$ cat config.mk
export PLATFORM = sky130hd
export DESIGN_NAME = word_vote_tmr
export DESIGN_NICKNAME = d
export VERILOG_FILES = /design/src/rtl/tmr_vote_pkg.sv /design/src/rtl/tmr_rep_align.sv /design/src/rtl/tmr_word_eq.sv /design/src/rtl/tmr_vote_select.sv /design/src/rtl/word_vote_tmr.sv
export SDC_FILE = /design/constraint.sdc
export NUM_CORES = 1
export LEC_CHECK = 0
export ABC_AREA = 1
export ABC_CLOCK_PERIOD_IN_PS = 4600
export BUFFER_PORTS_ARGS = -buffer_cell sky130_fd_sc_hd__buf_2
export CAP_MARGIN = 15
export CELL_PAD_IN_SITES_DETAIL_PLACEMENT = 1
export CELL_PAD_IN_SITES_GLOBAL_PLACEMENT = 2
export CORE_MARGIN = 4
export CORE_UTILIZATION = 27
export DETAILED_ROUTE_END_ITERATION = 8
export GPL_ROUTABILITY_DRIVEN = 0
export MAX_ROUTING_LAYER = met4
export PLACE_DENSITY = 0.95
export REMOVE_ABC_BUFFERS = 1
export SLEW_MARGIN = 20
export SYNTH_ARGS = -nofsm -noshare
export SYNTH_HDL_FRONTEND = slang
export SYNTH_HIERARCHICAL = 1
export SYNTH_SLANG_ARGS = --single-unit
$ cat constraint.sdc
create_clock -name clk -period 4.6 [get_ports clk]
set_input_delay 0.92 -clock clk [delete_from_list [all_inputs] [get_ports clk]]
set_output_delay 0.92 -clock clk [all_outputs]
set_load 0.02 [all_outputs]
$ cat src/rtl/tmr_vote_pkg.sv
package tmr_vote_pkg;

    // Number of replicas and number of distinct replica pairs.
    localparam int NUM_REP  = 3;
    localparam int NUM_PAIR = 3;

    // Replica index positions inside word arrays and the mismatch vector.
    localparam int IDX_A = 0;
    localparam int IDX_B = 1;
    localparam int IDX_C = 2;

    // Pair index positions inside the equality vector.
    localparam int PAIR_AB = 0;
    localparam int PAIR_AC = 1;
    localparam int PAIR_BC = 2;

    // Outcome of the vote.
    typedef enum logic [1:0] {
        PICK_A   = 2'd0,
        PICK_B   = 2'd1,
        PICK_ERR = 2'd2
    } vote_pick_e;

    // Lower replica index of a pair.
    function automatic int pair_lo(input int p);
        return (p == PAIR_BC) ? IDX_B : IDX_A;
    endfunction

    // Upper replica index of a pair.
    function automatic int pair_hi(input int p);
        return (p == PAIR_AB) ? IDX_B : IDX_C;
    endfunction

endpackage

$ cat src/rtl/tmr_rep_align.sv
// Undoes the inversion of a replica that delivers its result complemented.
module tmr_rep_align #(
    parameter int WIDTH = 8
) (
    input  logic             inv_en,
    input  logic [WIDTH-1:0] raw_word,
    output logic [WIDTH-1:0] aligned_word
);

    logic [WIDTH-1:0] flip_mask;

    always_comb begin
        flip_mask    = {WIDTH{inv_en}};
        aligned_word = raw_word ^ flip_mask;
    end

    // an aligned word equals the raw word or its complement, never anything else
    always_comb begin
        assert ((aligned_word == raw_word) || (aligned_word == ~raw_word))
            else $error("p_align_shape_r6 violated");
    end

endmodule

$ cat src/rtl/tmr_word_eq.sv
// Full-word equality of two replica results.
module tmr_word_eq #(
    parameter int WIDTH = 8
) (
    input  logic [WIDTH-1:0] word_x,
    input  logic [WIDTH-1:0] word_y,
    output logic             same
);

    logic [WIDTH-1:0] diff_bits;

    always_comb begin
        diff_bits = word_x ^ word_y;
        same      = (diff_bits == '0);
    end

endmodule

$ cat src/rtl/tmr_vote_select.sv
// Turns the pairwise equality flags into the voted word, the error flag and the
// per-replica mismatch vector.
module tmr_vote_select
    import tmr_vote_pkg::*;
#(
    parameter int WIDTH = 8
) (
    input  logic [WIDTH-1:0]    words [NUM_REP],
    input  logic [NUM_PAIR-1:0] pair_same,
    output vote_pick_e          pick,
    output logic [WIDTH-1:0]    vote_word,
    output logic                no_pair,
    output logic [NUM_REP-1:0]  mismatch
);

    always_comb begin
        if (pair_same[PAIR_AB] || pair_same[PAIR_AC]) begin
            pick = PICK_A;
        end else if (pair_same[PAIR_BC]) begin
            pick = PICK_B;
        end else begin
            pick = PICK_ERR;
        end
    end

    always_comb begin
        no_pair = 1'b0;
        case (pick)
            PICK_A:   vote_word = words[IDX_A];
            PICK_B:   vote_word = words[IDX_B];
            default: begin
                vote_word = words[IDX_A];
                no_pair   = 1'b1;
            end
        endcase
    end

    for (genvar r = 0; r < NUM_REP; r++) begin : g_mismatch
        always_comb begin
            mismatch[r] = (words[r] != vote_word);
        end
    end

    // the error outcome never coexists with any matching pair of words
    always_comb begin
        if (no_pair) begin
            assert ((words[IDX_A] != words[IDX_B]) && (words[IDX_A] != words[IDX_C])
                    && (words[IDX_B] != words[IDX_C]))
                else $error("p_err_only_all_differ_r4 violated");
        end
    end

    // a non-error outcome leaves at least two replicas agreeing with the vote
    always_comb begin
        if (!no_pair) begin
            assert ($countones(mismatch) <= 1)
                else $error("p_majority_agrees_r3 violated");
        end
    end

endmodule

$ cat src/rtl/word_vote_tmr.sv
module word_vote_tmr
    import tmr_vote_pkg::*;
#(
    parameter int WIDTH        = 8,
    parameter bit REGISTER_OUT = 1'b1
) (
    input  logic             clk,
    input  logic             rst,
    input  logic             rep_b_inv,
    input  logic [WIDTH-1:0] rep_a,
    input  logic [WIDTH-1:0] rep_b,
    input  logic [WIDTH-1:0] rep_c,
    output logic [WIDTH-1:0] voted_o,
    output logic             error_o,
    output logic [2:0]       disagree_o
);

    typedef struct packed {
        logic [WIDTH-1:0]   vote;
        logic               err;
        logic [NUM_REP-1:0] dis;
    } vote_out_t;

    logic [WIDTH-1:0]    words [NUM_REP];
    logic [WIDTH-1:0]    rep_b_aligned;
    logic [NUM_PAIR-1:0] pair_same;
    vote_pick_e          pick;
    logic [WIDTH-1:0]    sel_word;
    logic                sel_err;
    logic [NUM_REP-1:0]  sel_dis;
    vote_out_t           out_d;
    vote_out_t           out_q;

    tmr_rep_align #(.WIDTH(WIDTH)) u_align_b (
        .inv_en       (rep_b_inv),
        .raw_word     (rep_b),
        .aligned_word (rep_b_aligned)
    );

    always_comb begin
        words[IDX_A] = rep_a;
        words[IDX_B] = rep_b_aligned;
        words[IDX_C] = rep_c;
    end

    for (genvar p = 0; p < NUM_PAIR; p++) begin : g_pair
        localparam int LO = pair_lo(p);
        localparam int HI = pair_hi(p);
        tmr_word_eq #(.WIDTH(WIDTH)) u_eq (
            .word_x (words[LO]),
            .word_y (words[HI]),
            .same   (pair_same[p])
        );
    end

    tmr_vote_select #(.WIDTH(WIDTH)) u_select (
        .words     (words),
        .pair_same (pair_same),
        .pick      (pick),
        .vote_word (sel_word),
        .no_pair   (sel_err),
        .mismatch  (sel_dis)
    );

    always_comb begin
        out_d      = '0;
        out_d.vote = sel_word;
        out_d.err  = sel_err;
        out_d.dis  = sel_dis;
    end

    if (REGISTER_OUT) begin : g_reg
        logic hist_q;

        always_ff @(posedge clk) begin
            if (rst) begin
                out_q  <= '0;
                hist_q <= 1'b0;
            end else begin
                out_q  <= out_d;
                hist_q <= 1'b1;
            end
        end

        // the first edge after a reset edge shows cleared outputs
        p_reset_clear_r9: assert property (@(posedge clk) disable iff (rst)
            $past(rst) |-> (voted_o == '0 && !error_o && disagree_o == '0));

        // three equal words pass through one cycle later with no error
        p_all_equal_r2: assert property (@(posedge clk) disable iff (rst)
            (hist_q && $past(rep_a == rep_c && rep_a == (rep_b_inv ? ~rep_b : rep_b)))
            |-> (voted_o == $past(rep_a) && !error_o));

        // a matching A-C pair is delivered one cycle later without error
        p_pair_ac_pass_r3: assert property (@(posedge clk) disable iff (rst)
            (hist_q && $past(rep_a == rep_c)) |-> (voted_o == $past(rep_a) && !error_o));

        // an error cycle carries replica A's sampled word
        p_err_gives_a_r5: assert property (@(posedge clk) disable iff (rst)
            (hist_q && error_o) |-> (voted_o == $past(rep_a)));

        // while in error, only replicas B and C are marked
        p_err_marks_bc_r7: assert property (@(posedge clk) disable iff (rst)
            error_o |-> (disagree_o == 3'b110));

        // outputs move only one cycle after an input change
        p_latency_r8: assert property (@(posedge clk) disable iff (rst)
            (hist_q && $stable(rep_a) && $stable(rep_b) && $stable(rep_c)
             && $stable(rep_b_inv) && $past(hist_q))
            |=> ($stable(voted_o) && $stable(error_o)));
    end else begin : g_comb
        always_comb begin
            out_q = out_d;
        end
    end

    always_comb begin
        voted_o    = out_q.vote;
        error_o    = out_q.err;
        disagree_o = out_q.dis;
    end

endmodule

**Word level (Yosys, flattened, before mapping)**

Cells that the tools add are included.

- Register bits: 12
- Input port bits: 27
- Output and inout port bits: 12
- Word-level logic and storage cells: 21

- Equality and inequality tests: 4
- Multiplexer cells: 4
- Bitwise logic cells: 4
- Reduce and logical (&&, ||, !) cells: 6

Operators by type and width:

| kind | number |
|---|---|
| $xor 8x8->8 | 4 |
| $logic_not 8->1 | 3 |
| $ne 8x8->1 | 3 |
| $mux 8 | 1 |
| $mux 2 | 2 |
| $eq 2x1->1 const B | 1 |
| $logic_not 2->1 | 1 |
| $reduce_or 2->1 | 1 |
| $logic_or 1x1->1 | 1 |
| $mux 1 | 1 |

**Depth between registers and ports, before layout**

- Depth after elaboration: 8
- Depth in mapped cells: 22
- Depth with buffers taken out: 20

**Modules after synthesis**

Netlist, hierarchy kept.

Modules (own cells, without submodules):

| module | instances | cells each | area each (µm²) | sequential area each (µm²) |
|---|---|---|---|---|
| tmr_vote_select | 1 | 149 | 739.5 | 0.0 |
| tmr_word_eq | 3 | 44 | 165.2 | 0.0 |
| word_vote_tmr | 1 | 37 | 341.6 | 240.2 |
| tmr_rep_align | 1 | 34 | 135.1 | 0.0 |

**Least setup slack after synthesis**

OpenSTA, ideal clock, no wires.

- Path kind: input-to-reg
- From: input rep_b_inv
- To: register out_q, in the netlist disagree_o[2]
- Arrival: 2666 ps
- Required time: 4491 ps
- Path slack: 1825 ps
- Stages: 20
- Buffers on the path: 2
- Cells stage by stage: buf_6 inv_2 nand2_1 nand2_1 inv_1 nand2_1 nand2_1 nor2_1 nand2_1 nor2_1 nand2_4 buf_6 nand2_4 nand3b_1 nand2_1 nand2_1 nor2_1 nand2_1 inv_1 nor2_1

- Word-level cells in the longest chain between the ends: 8
- Elaborated cells on any way between the ends: 11
- Classes of those cells: eq/ne (2); mux (3); bitwise (3); reduce/logical (3)

RTL lines:

| element | line | RTL |
|---|---|---|
| from (decl) | word_vote_tmr.sv:9 | `input logic rep_b_inv,` |
| $xor 8x8->8 | tmr_rep_align.sv:14 | `aligned_word = raw_word ^ flip_mask;` |
| net rep_b_aligned[7] | word_vote_tmr.sv:25 | `logic [WIDTH-1:0] rep_b_aligned;` |
| $xor 8x8->8 | tmr_word_eq.sv:13 | `diff_bits = word_x ^ word_y;` |
| $logic_not 8->1 | tmr_word_eq.sv:14 | `same = (diff_bits == '0);` |
| net pair_same[2] | word_vote_tmr.sv:26 | `logic [NUM_PAIR-1:0] pair_same;` |
| $mux 2 | tmr_vote_select.sv:19 | `end else if (pair_same[PAIR_BC]) begin` |
| $mux 2 | tmr_vote_select.sv:17 | `if (pair_same[PAIR_AB] \|\| pair_same[PAIR_AC]) begin` |
| $eq 2x1->1 | tmr_vote_select.sv:28 | `case (pick)` |
| $mux 8 | tmr_vote_select.sv:28 |  |
| $ne 8x8->1 | tmr_vote_select.sv:40 | `mismatch[r] = (words[r] != vote_word);` |
| net sel_dis[2] | word_vote_tmr.sv:30 | `logic [NUM_REP-1:0] sel_dis;` |
| to (signal assigned) | word_vote_tmr.sv:80 | `out_q <= out_d;` |
| to (decl) | word_vote_tmr.sv:32 | `vote_out_t out_q;` |

The timed path passes the listed nets, and every way through them passes these cells.
A chain may end at the register's enable or synchronous reset.

**Final worst setup path**

- From: input rep_b_inv
- To: register out_q, in the netlist disagree_o[2]

- Word-level cells in the longest chain between the ends: 8
- Elaborated cells on any way between the ends: 11
- Classes of those cells: eq/ne (2); mux (3); bitwise (3); reduce/logical (3)

RTL lines:

| element | line | RTL |
|---|---|---|
| $xor 8x8->8 | tmr_rep_align.sv:14 |  |
| net rep_b_aligned[7] | word_vote_tmr.sv:25 |  |
| $xor 8x8->8 | tmr_word_eq.sv:13 |  |
| $logic_not 8->1 | tmr_word_eq.sv:14 |  |
| net pair_same[0] | word_vote_tmr.sv:26 |  |
| $logic_or 1x1->1 | tmr_vote_select.sv:17 |  |
| $mux 2 | tmr_vote_select.sv:17 |  |
| $eq 2x1->1 | tmr_vote_select.sv:28 |  |
| $mux 8 | tmr_vote_select.sv:28 |  |
| net sel_word[7] | word_vote_tmr.sv:28 | `logic [WIDTH-1:0] sel_word;` |
| $ne 8x8->1 | tmr_vote_select.sv:40 |  |
| net sel_dis[2] | word_vote_tmr.sv:30 |  |

The timed path passes the listed nets, and every way through them passes these cells.

==> parameters.txt <==
Parameter                              Value

Critical path
  Worst setup path start    rep_b_inv
  WS Path Type    in -> reg
  Critical path data arrival time    3250 ps
  Data required time of the critical path    4730 ps
  Worst setup SP type    input pin
  Category of the worst setup path capture point    flop
  Critical path fanouts, max    28

STA
  Setup Viol. Count Final    0
  Setup repair after global routing missed its margin    no
  Final worst path period share    67.9%
  Final setup slack of the worst path    1480 ps
  Maximum clock frequency    0.320 GHz
  Max-slew violation total from the final report    0
  Slew headroom    76.4%
  Pin slew with the least headroom to its limit    354 ps
  Endpoints failing hold    0
  Period minus WS final    3120 ps
  Setup TNS    0 ps

Clock tree
  Post_cts resized    0
  Total CTS buffers    3
  Worst-path clk slew    60 ps
  Number of levels in the clock H-tree    1
  Maximum count of clock buffers along a single path    2
  Number of sinks driven by the clock tree    12
  CTS tree    done
  Number of hold-repair buffers added at the cts stage    0
  Clk Tree Root Cell    clkbuf_8
  Setup fix buffers added after clock tree synthesis    0

Final layout
  Share of post-route cells with drive strength above 1    13.7%
  Diode count    0
  Final instance area    0.00196 mm^2
  Fraction of the core area covered by cells at the end of the flow    32.5%
  Count of nets after finishing    415
  Synth-to-layout area growth    15.1%

Routing
  Via count normalized by instance count    4.40
  Wire length per cell    11.0 um
  Starting DRC count in detailed routing    97
  DRC viols    0
  ANT nets after route    0
  Drt pass-1 iters    4
  Total wirelength of the detailed-routed design    5.05 mm
  Vias after detailed routing    2027

Outcome
  Outcome    finished clean

Placement
  Count of input and output buffers    38
  Worst slack, placed    1200 ps
  Final HPWL DP    4.15 mm
  Instance area at placement    0.00192 mm^2

Floorplanning
  Starting density of the core    28.3%
  Height of the chip    87.4 um
  Floorplan Core Area    0.00603 mm^2
  Boundary pin count    39
  Die width    87.4 um
  Total Die Area    0.00765 mm^2
  Site row count    28

Global routing
  Total GRT Usage    14.2%
  Largest net degree at the start of global routing    29
  Vias in the first global route    1867
  First-pass GRT wire length    8.54 mm
  Initial antenna violation count    0
  Remaining global-route overflow    0

Yosys
  Summed instance area of the synthesized netlist    0.00170 mm^2
  Yosys synthesis warning count    6
  Number of cells produced by synthesis    351
  Synthesized area per cell    4.86 um^2

Min path
  Hold_sp    rst
  Hold path endpoint    voted_o[3]
  Path class of the lowest-slack min-delay path    in -> reg
  Cells on Worst Hold Path    2

Power
  Leakage power summed over all cells    1.35 nW
  VDD IR-drop max    0.103 mV
  Ratio of total power to cell area    176 mW/mm^2

Job
  Count of maximum capacitance violations    0
-- registers in the layout (all words and copies together), names as in the netlist --
name        count
disagree_o      3
error_o         1
voted_o         8
-- cells in the final DEF (no fill, tap or decap) --
master and n:
nand3b_1 6, nand4_1 5, nand3_2 4, buf_2 38, nor2_4 1, nand2_1 131
inv_2 3, nor2_1 51, buf_4 1, inv_4 1, nor3_1 1, clkbuf_8 3
inv_1 83, dfxtp_1 12, nand2_4 2, nand3_1 44
-- stage by stage --
step	total power, mW	instances	hold slack, ps
2_1_floorplan	0.197	344	991
3_3_place_gp	0.244	458	1270
3_5_place_dp	0.249	458	1280
4_1_cts	0.351	461	1020
5_1_grt	0.375	461	1030
6_report	0.344	461	1010
-- routing by layer --
metal  vias up  track usage [%]  wire (um)
met5         -                -          0
met4         0             3.35         33
met3         4             1.42        192
met2        30             23.7       2320
met1       895             18.2       2510
li1       1098                -          -
-- critical path, cell delays in order --
cell	delay, ps
buf_2	150
inv_2	120
nand2_1	60
nand2_1	250
inv_1	80
nand2_1	70
nand2_1	50
nor2_1	120
nand2_1	90
nor2_1	230
nor2_4	130
nand2_4	280
nand2_1	120
nand2_1	100
nand2_1	50
nand2_1	50
nand2_1	100
nor2_1	120
nand2_1	60
inv_1	50
nor2_1	30
-- power breakdown --
part           leakage, nW  internal [mW]  switching, mW
registers            0.100          0.110        0.00116
clock network       0.0216         0.0579         0.0417
logic                 1.23         0.0442         0.0899
-- final cells by class --
| cell class | count | area, um^2 |
|---|---|---|
| clock buffer | 3 | 41.3 |
| fill | 907 | 4070 |
| inverter | 87 | 329 |
| multi-input combinational | 245 | 1060 |
| sequential | 12 | 240 |
| tap | 75 | 93.8 |
| timing repair buffer | 39 | 198 |
-- worst max path at each step --
stage / endpoint / slack, ps / depth (start not counted)
2_1_floorplan: disagree_o[0] / 1550 / 19
3_3_place_gp: disagree_o[2] / 1270 / 21
3_5_place_dp: disagree_o[2] / 1200 / 21
4_1_cts: disagree_o[2] / 1460 / 21
5_1_grt: disagree_o[2] / 1160 / 21
6_report: disagree_o[2] / 1480 / 21
Note: power is estimated with default switching activity, not from simulation.
